`src/rtl/serial_cfg_glue.sv`:
```
`timescale 1ns/1ps
module serial_cfg_glue #(
  parameter int PULSE_CYCLES = 16,
  parameter int ADDR_W       = 5
) (
  input  logic              clk,
  input  logic              rst_n,
  input  logic              soft_rst,
  input  logic [ADDR_W-1:0] bus_addr,
  input  logic              bus_wr,
  input  logic              hid_sel,
  input  logic [7:0]        bus_wdata,
  output logic [7:0]        rd_data,
  input  logic              uart_irq,
  output logic [3:0]        irq_lvl_out,
  output logic              uart_rst,
  output logic              baud_fast,
  input  logic [3:0]        conn_modem,
  output logic [3:0]        uart_modem
);
  localparam int CNT_W = $clog2(PULSE_CYCLES + 1);
  localparam logic [ADDR_W-1:0] OFS_ID  = ADDR_W'(1);
  localparam logic [ADDR_W-1:0] OFS_CTL = ADDR_W'(3);
  localparam logic [7:0] CFG_DEFAULT = 8'h21;
  localparam logic [CNT_W-1:0] CNT_LOAD = CNT_W'(PULSE_CYCLES);

  logic             console_q, hh_q, hs_q, ren_q, ie_q;
  logic [1:0]       lvl_q;
  logic [CNT_W-1:0] cnt_q;

  wire wr_id  = bus_wr & ~hid_sel & (bus_addr == OFS_ID);
  wire wr_ctl = bus_wr & ~hid_sel & (bus_addr == OFS_CTL);
  wire wr_cfg = bus_wr &  hid_sel & (bus_addr == OFS_ID);

  always_ff @(posedge clk or negedge rst_n) begin
    if (!rst_n) begin
      console_q <= CFG_DEFAULT[7];
      lvl_q     <= CFG_DEFAULT[5:4];
      hh_q      <= CFG_DEFAULT[2];
      hs_q      <= CFG_DEFAULT[1];
      ren_q     <= CFG_DEFAULT[0];
    end else if (wr_cfg) begin
      console_q <= bus_wdata[7];
      lvl_q     <= bus_wdata[5:4];
      hh_q      <= bus_wdata[2];
      hs_q      <= bus_wdata[1];
      ren_q     <= bus_wdata[0];
    end
  end

  always_ff @(posedge clk or negedge rst_n) begin
    if (!rst_n)        ie_q <= 1'b0;
    else if (soft_rst) ie_q <= 1'b0;
    else if (wr_ctl)   ie_q <= bus_wdata[7];
  end

  always_ff @(posedge clk or negedge rst_n) begin
    if (!rst_n)            cnt_q <= '0;
    else if (wr_id)        cnt_q <= CNT_LOAD;
    else if (cnt_q != '0)  cnt_q <= cnt_q - CNT_W'(1);
  end

  assign uart_rst    = (cnt_q != '0);
  assign baud_fast   = hs_q;
  assign uart_modem  = ren_q ? 4'b1111 : conn_modem;
  assign irq_lvl_out = (ie_q & uart_irq) ? (4'b0001 << lvl_q) : 4'b0000;

  always_comb begin
    rd_data = 8'h00;
    if (hid_sel) begin
      if (bus_addr == OFS_ID)
        rd_data = {console_q, 1'b0, lvl_q, 1'b0, hh_q, hs_q, ren_q};
    end else if (bus_addr == OFS_ID) begin
      rd_data = {console_q, 7'b0};
    end else if (bus_addr == OFS_CTL) begin
      rd_data = {ie_q, uart_irq, lvl_q, 2'b00, hh_q, hs_q};
    end
  end
endmodule


```
`config.mk`:
```
export PLATFORM = sky130hd
export DESIGN_NAME = serial_cfg_glue
export DESIGN_NICKNAME = d
export VERILOG_FILES = /design/src/rtl/serial_cfg_glue.sv
export SDC_FILE = /design/constraint.sdc
export NUM_CORES = 1
export LEC_CHECK = 0
export ABC_AREA = 1
export CAP_MARGIN = 20
export CORE_ASPECT_RATIO = 0.8
export CORE_MARGIN = 4
export CORE_UTILIZATION = 40
export DETAILED_ROUTE_END_ITERATION = 10
export PLACE_DENSITY = 0.79
export SLEW_MARGIN = 20
export SYNTH_ARGS = -nofsm -noshare
export SYNTH_HDL_FRONTEND = slang
export SYNTH_SLANG_ARGS = --single-unit
```
`constraint.sdc`:
```
create_clock -name clk -period 1.3 [get_ports clk]
set_input_delay 0.26 -clock clk [delete_from_list [all_inputs] [get_ports clk]]
set_output_delay 0.26 -clock clk [all_outputs]
set_load 0.01 [all_outputs]
```
Yosys cells after proc, flatten, opt, wreduce, memory -nomap -nowiden

Index checks and enable logic that the tools add are counted.

Register bits: 12
Bits of input ports: 23
Logic and storage cells: 31

Add/sub/neg operators: 1
Equal/unequal tests: 2
Shift-type cells: 1
Muxes and demuxes: 10
Bitwise operators: 7
Reduce and logical (&&, ||, !) cells: 3

Operators with widths:

| cell                                                                | count |
|---|---|
| 8-bit two-way mux                                                   | 4 |
| 5-bit two-way mux                                                   | 2 |
| 4-bit two-way mux                                                   | 2 |
| 1-bit bitwise AND                                                   | 6 |
| 5-bit by 1-bit == test with 1-bit output (second input constant)    | 1 |
| 5-bit by 2-bit == test with 1-bit output (second input constant)    | 1 |
| 5-bit nonzero test                                                  | 1 |
| 5-bit by 1-bit subtractor with 5-bit output (second input constant) | 1 |
| 2-bit nonzero test                                                  | 2 |
| 1-bit by 2-bit << shifter with 4-bit output (first input constant)  | 1 |
| 1-bit two-way mux                                                   | 2 |
| 1-bit inverter                                                      | 1 |

Logic depth before layout (Yosys ltp)

Gate-level depths: netlist (run 1).

Depth after elaboration: 5
Gate-level depth with buffers: 7
Mapped depth without buffers: 7

Worst setup path after synthesis (run 1)

Ideal clock, no wire load.

Kind: register to register
Start point: register cnt_q[0]
End point: register cnt_q[3]
Arrival: 1.061 ns
Data required time: 1.184 ns
Path slack: 0.123 ns
Cell stages (with the launch flop): 6
Path buffers: 0
Period minus slack after synthesis: 1.177 ns
Cells stage by stage: dfrtp_1 > inv_1 > ha_1 > nand3_1 > nand3_1 > inv_1

Elaborated cells on any way between the ends: 5
Those cells by class: 1 x add/sub; 2 x mux; 2 x reduce/logical

RTL lines:

| item                                | RTL line | RTL |
|---|---|---|
| start, declared                     | 29       | `logic [CNT_W-1:0] cnt_q;` |
| start signal, assigned              | 60       | `else if (cnt_q != '0) cnt_q <= cnt_q - CNT_W'(1);` |
| 5-bit nonzero test                  | -        |  |
| net uart_rst                        | 16       | `output logic uart_rst,` |
| 2-bit nonzero test (no source line) | -        |  |

The timed path passes the listed nets, and every way through them passes these cells. The select of a mux whose other input is x is not followed.
A chain may end at the register's enable or synchronous reset.

Final worst setup path (run 1)

Start point: register ren_q
End point: output port rd_data[0]

Longest elaborated chain between the ends: 2

Ends and longest elaborated chain:

| item                   | RTL line | RTL |
|---|---|---|
| start, declared        | 27       | `logic console_q, hh_q, hs_q, ren_q, ie_q;` |
| start signal, assigned | 41       | `ren_q <= CFG_DEFAULT[0];` |
| start signal, assigned | 47       | `ren_q <= bus_wdata[0];` |
| 8-bit two-way mux      | 71       | `if (bus_addr == OFS_ID)` |
| 8-bit two-way mux      | 70       | `if (hid_sel) begin` |
| end, declared          | 13       | `output logic [7:0] rd_data,` |

No other way between the ends.

==> impl_metrics.toml, run 1 <==
[timing]
hold_violations = 0
setup_viol = 17
fmax_ghz = 0.6933
rsz0062_at_grt = "yes"
fin_ws_ps = -142.4
skew_ps = 0.5932
min_period_ps = 1442
drv_slew = 0
hold-worst-slack_ps = 178.1
fin_crit_sh_pct = 111.0

[floorplan]
initial_core_util_pct = 43.50
rows = 14
fp.dieArea_um2 = 2919
coreArea_um2 = 1944
fp.dieW_um = 59.41
ios = 41
dieHeight_um = 49.13

[power]
leakage_nw = 0.8459
power_density_nw_per_um2 = 1276
power_mw = 2.022
vdd_ir_drop_max_uv = 1334

[logic_synthesis]
ys_ff_latch = 12
ys.warnings.count = 0
yosysTopAreaCell = "dfrtp_1"
async_flop_share_pct = 100.0
synth-main-ff-cell = "dfrtp_1"
post-synth-top-count-cell = "nand2_1"
synth_edf_count = 0
synth_nets = 136
synth_top_area_share_pct = 29.59
synthCells = 112
yosys-top-cells-count = "23 x nand2_1, 20 x inv_1, 10 x dfrtp_1, 10 x nand3_1"
synth_area_per_cell_um2 = 7.552
ys_seq_area_share_pct = 35.80
synth.area.top_cells = "dfrtp_1 30%, nand2_1 10%, inv_1 8.9%"
ys_types = 24
syn-cell-area_um2 = 845.8

[placement]
place.gp.congestion = 0.7695
placed_cells_incl_taps = 189
port_buffers = 37
dp_hpwl_mm = 1.850

[clocking]
clockRootBuffer = "clkbuf_4"
clock_latency_ps = 280
clkTransAtPathRegs_ps = 70
cts_buffers = 3
clock_path_buffers = 2
ctsHtreeMaxLevel = 1
cts_tree = "yes"
numClockSinks = 12

[global_routing]
grtUsageTotal_pct = 19.75
grt_start_max_net_pins = 13
grt_pass1_wl_mm = 4.340
overflow = 0
antenna_found_initial = 0
grt_pass1_vias = 985

[worst_setup_path]
path_cells = "buf_6 > nand2_2 > nand2_1 > buf_2"
arrival_ps = 1180
required_ps = 1040
critPathLaunchType = "register"
end_kind = "primary output"
critPathTopFamily = "flip-flops"
cp_slowest_cell = "dfstp_2"
path_max_fanout = 6
path_buf_inv = 2
cpPeakStageDelay_ps = 580
timing_worst_setup_path_type = "register to primary output"

[detailed_routing]
drcViolationCount = 0
drt_iter0_markers = 32
drtPass1Iterations = 4
ant_nets = 0
num_vias = 1037
avgViaCountPerCell = 4.962
totalWireLength_mm = 3.046
routedWlPerCell_um = 14.57

[finish]
areaGrowthSynthToFinish_pct = 87.43
fill_cells = 118
nets = 210
final_layout_size_suffix_gt1_share_pct = 61.62
final-seq-area_um2 = 304.0
fin_cells = 209
multi_input_area_um2 = 550.5
num_antenna_cells = 0

[min_path]
hp-class = "input port to asynchronous set/reset pin"

[run_status]
outcome = "finished with violations"
violations = "setup timing"

[run]
cap_violations = 0
==> cells by family after synthesis <==
group,after synthesis,synth area share [%]
AOI/OAI and AO/OA,10,8.580
xor gates and xnor gates,1,1.036
adders and majority gates,1,1.479
buffers and inverters,25,12.43
DFF,12,35.80
other,1,0.4434
and+or+nand+nor,62,40.24
==> metal layers <==
layer / routed length [µm] / GRT usage, %
met4: 73 / 7.170
met3: 250 / 6.614
met2: 1594 / 34.73
met1: 1128 / 21.43
met5: 0 / 0
==> cell type report <==
type / count / area share, %
sequential: 12 / 19.18
clock buffer: 4 / 2.289
timing repair buffer: 71 / 36.46
tap: 24 / 1.894
inverter: 23 / 5.446
multi-input combinational: 75 / 34.73
==> what timing repair did <==
action                     CTS  global route
gates cloned                 0             0
resized for setup          123            15
pin swaps                   15             9
setup endpoints to repair   17            16
hold buffers                 0             0
setup buffers               10             6
==> registers in the layout (all words and copies together), names as in the netlist <==
register	flops
console_q	1
cnt_q	5
ren_q	1
lvl_q	2
hh_q	1
ie_q	1
baud_fast	1
==> report_power, final <==
part	internal (mW)	switching [mW]	total, mW
Sequential	0.483	0.0745	0.557
Combinational	0.618	0.547	1.17
Clock	0.170	0.129	0.300
Total	1.27	0.751	2.02
==> worst register-to-register path, stage by stage (launching register included) <==
cell	delay [ps]
dfrtp_1	370
inv_2	70
ha_4	180
buf_4	130
buf_4	120
buf_4	140
xor2_1	160
nand3_1	130
inv_1	70
==> worst paths after layout <==
path                                        endpoint  slack (ps)  depth (start not counted)                  from
worst max-delay path                      rd_data[0]        -140                          4     ren_q$_DFFE_PN1P_
worst min-delay path            lvl_q[0]$_DFFE_PN0P_         180                          1                 rst_n
worst max register to register  cnt_q[2]$_DFFE_PN0P_        -120                          8  cnt_q[0]$_DFFE_PN0P_
worst min register to register  cnt_q[4]$_DFFE_PN0P_         490                          2  cnt_q[4]$_DFFE_PN0P_
max in group asynchronous           ie_q$_DFFE_PN0P_         760                          2                 rst_n
min in group clk                cnt_q[4]$_DFFE_PN0P_         490                          2  cnt_q[4]$_DFFE_PN0P_
==> metrics by stage <==
step	TNS, ps	setup slack, ps	area, µm²	util, %
after floorplan	0	122.7	845.8	-
after global placement	-11040	-770.0	1363	70.08
after detailed placement	-11360	-792.7	1363	70.08
after CTS	-865.6	-133.0	1500	77.16
after global routing	-2112	-207.8	1585	81.53
final	-1045	-142.4	1585	81.53
==> layout by cell type (no fill, tap or decap), types with 2 or more instances in the layout <==
master	instances
nand2_2	10
a21oi_2	3
or2_2	4
nand2_1	17
o21ai_2	6
nor2_2	3
dfstp_2	2
nand2_4	2
buf_2	13
buf_4	29
inv_2	8
nor2_4	4
buf_6	13
clkbuf_4	3
nand4_1	3
inv_1	15
nand3_4	2
nand3_1	8
clkdlybuf4s50_1	13
nor3_2	3
dfrtp_1	9
clkbuf_2	2
nand3_2	2
(Power assumes the default switching activity.)
==> run 2, diff against run 1 <==
--- a/config.mk
+++ b/config.mk
@@ -11,8 +11,8 @@
 export CORE_MARGIN = 4
 export CORE_UTILIZATION = 40
 export DETAILED_ROUTE_END_ITERATION = 10
+export HOLD_SLACK_MARGIN = 0.02
 export PLACE_DENSITY = 0.79
-export SLEW_MARGIN = 20
 export SYNTH_ARGS = -nofsm -noshare
 export SYNTH_HDL_FRONTEND = slang
 export SYNTH_SLANG_ARGS = --single-unit
==> results of run 2 <==
The final DEF is identical to that of run 1; final timing and power are the same.
==> run 3, diff against run 2 <==
--- a/config.mk
+++ b/config.mk
@@ -13,6 +13,7 @@
 export DETAILED_ROUTE_END_ITERATION = 10
 export HOLD_SLACK_MARGIN = 0.02
 export PLACE_DENSITY = 0.79
+export RECOVER_POWER = 100
 export SYNTH_ARGS = -nofsm -noshare
 export SYNTH_HDL_FRONTEND = slang
 export SYNTH_SLANG_ARGS = --single-unit
==> run 3 against run 2 <==
Critical endpoint unchanged. Combinational power is essentially flat. The flow still finishes with violations (setup timing). Largest power group unchanged. Register-to-register slack is essentially flat. Highest routed layer unchanged. Hold slack gained 65 ps. Setup slack is essentially flat.
==> impl_metrics.toml, run 3 (same netlist as run 1, synthesis figures left out) <==
[floorplan]
fp.dieArea_um2 = 2919
coreArea_um2 = 1944
rows = 14
ios = 41
initial_core_util_pct = 43.50
dieHeight_um = 49.13
fp.dieW_um = 59.41

[detailed_routing]
avgViaCountPerCell = 5.019
drt_iter0_markers = 24
drtPass1Iterations = 4
routedWlPerCell_um = 14.70
totalWireLength_mm = 3.073
num_vias = 1049
drcViolationCount = 0
ant_nets = 0

[worst_setup_path]
path_cells = "buf_6 > nand2_2 > nand2_1 > buf_2"
timing_worst_setup_path_type = "register to primary output"
arrival_ps = 1180
critPathLaunchType = "register"
required_ps = 1040
cpPeakStageDelay_ps = 580
critPathTopFamily = "flip-flops"
path_buf_inv = 2
end_kind = "primary output"
cp_slowest_cell = "dfstp_2"
path_max_fanout = 6

[timing]
hold-worst-slack_ps = 242.9
hold_violations = 0
fin_ws_ps = -142.7
fin_crit_sh_pct = 111.0
rsz0062_at_grt = "yes"
setup_viol = 18
fmax_ghz = 0.6931
skew_ps = 0.6067
drv_slew = 0
min_period_ps = 1443

[run_status]
outcome = "finished with violations"
violations = "setup timing"

[clocking]
numClockSinks = 12
ctsHtreeMaxLevel = 1
clock_path_buffers = 2
cts_tree = "yes"
clock_latency_ps = 280
clkTransAtPathRegs_ps = 70
cts_buffers = 3
clockRootBuffer = "clkbuf_4"

[run]
cap_violations = 0

[placement]
place.gp.congestion = 0.7695
dp_slack_ps = -792.7
dpl-instance-area_um2 = 1363
dp_hpwl_mm = 1.850
port_buffers = 37

[min_path]
hp-class = "input port to asynchronous set/reset pin"

[power]
swShare_pct = 37.32
leakage_nw = 0.8377
power_mw = 2.001
switchingPower_uw = 746.9
clock_power_share_pct = 15.1
p_int_mw = 1.254
seqPwrFrac_pct = 27.8
comb_power_share_pct = 57.1
power_density_nw_per_um2 = 1286
vdd_ir_drop_max_uv = 1332

[global_routing]
grtUsageTotal_pct = 19.75
grt_start_max_net_pins = 13
antenna_found_initial = 0
overflow = 0
grt_pass1_wl_mm = 4.340
grt_pass1_vias = 985

[finish]
fill_cells = 129
nets = 210
reg.largest.list = "cnt_q (5), lvl_q (2)"
largest_reg_flops = 5
final_common_cell = "buf_4"
layout_common_cells = "27 x buf_4, 21 x nand2_1, 16 x inv_1"
num_antenna_cells = 0
final-seq-area_um2 = 304.0
areaGrowthSynthToFinish_pct = 84.02
finish.instance_area_um2 = 1556
final_layout_size_suffix_gt1_share_pct = 57.30
multi_input_area_um2 = 529.3
top_register = "cnt_q"
[run 3: cell type report]
type	count	area share (%)
inverter	23	5.547
clock buffer	4	2.331
tap	24	1.929
timing repair buffer	71	36.66
multi-input combinational	75	34.00
sequential	12	19.53
[run 3: final timing paths]
path	start	endpoint	slack (ps)	cells after the start
min in group clk	cnt_q[4]$_DFFE_PN0P_	cnt_q[4]$_DFFE_PN0P_	490	2
worst max-delay path	ren_q$_DFFE_PN1P_	rd_data[0]	-140	4
max in group asynchronous	rst_n	ie_q$_DFFE_PN0P_	400	2
worst min register to register	cnt_q[4]$_DFFE_PN0P_	cnt_q[4]$_DFFE_PN0P_	490	2
worst max register to register	cnt_q[0]$_DFFE_PN0P_	cnt_q[2]$_DFFE_PN0P_	-110	8
worst min-delay path	rst_n	lvl_q[0]$_DFFE_PN0P_	240	1
[run 3: power groups by stage]
stage	clock, mW	combinational, mW	sequential (mW)
after floorplan	0	0.397	0.554
after global placement	0	0.789	0.549
after detailed placement	0	0.832	0.553
after CTS	0.307	0.989	0.554
after global routing	0.336	1.23	0.568
final	0.302	1.14	0.557
[run 3: routing by layer]
metal / wire length (µm) / track usage, % / part of all wire, %
met1: 1156 / 21.43 / 38
met2: 1585 / 34.73 / 52
met5: 0 / 0 / 0
met3: 258 / 6.614 / 8.4
met4: 73 / 7.170 / 2.4
[run 3: stage by stage]
stage | instances | TNS (ps) | util [%]
2_1_floorplan | 112 | 0 | -
3_3_place_gp | 189 | -11040 | 70.08
3_5_place_dp | 189 | -11360 | 70.08
4_1_cts | 203 | -865.6 | 77.16
5_1_grt | 209 | -2179 | 80.05
6_report | 209 | -1091 | 80.05
[run 3: what timing repair did]
| action | 4_1_cts | 5_1_grt |
|---|---|---|
| gates resized for setup | 123 | 15 |
| pin swaps | 15 | 9 |
| hold buffers | 0 | 0 |
| hold endpoints to repair | 0 | 0 |
| setup endpoints to repair | 17 | 16 |
| buffers inserted | 10 | 6 |
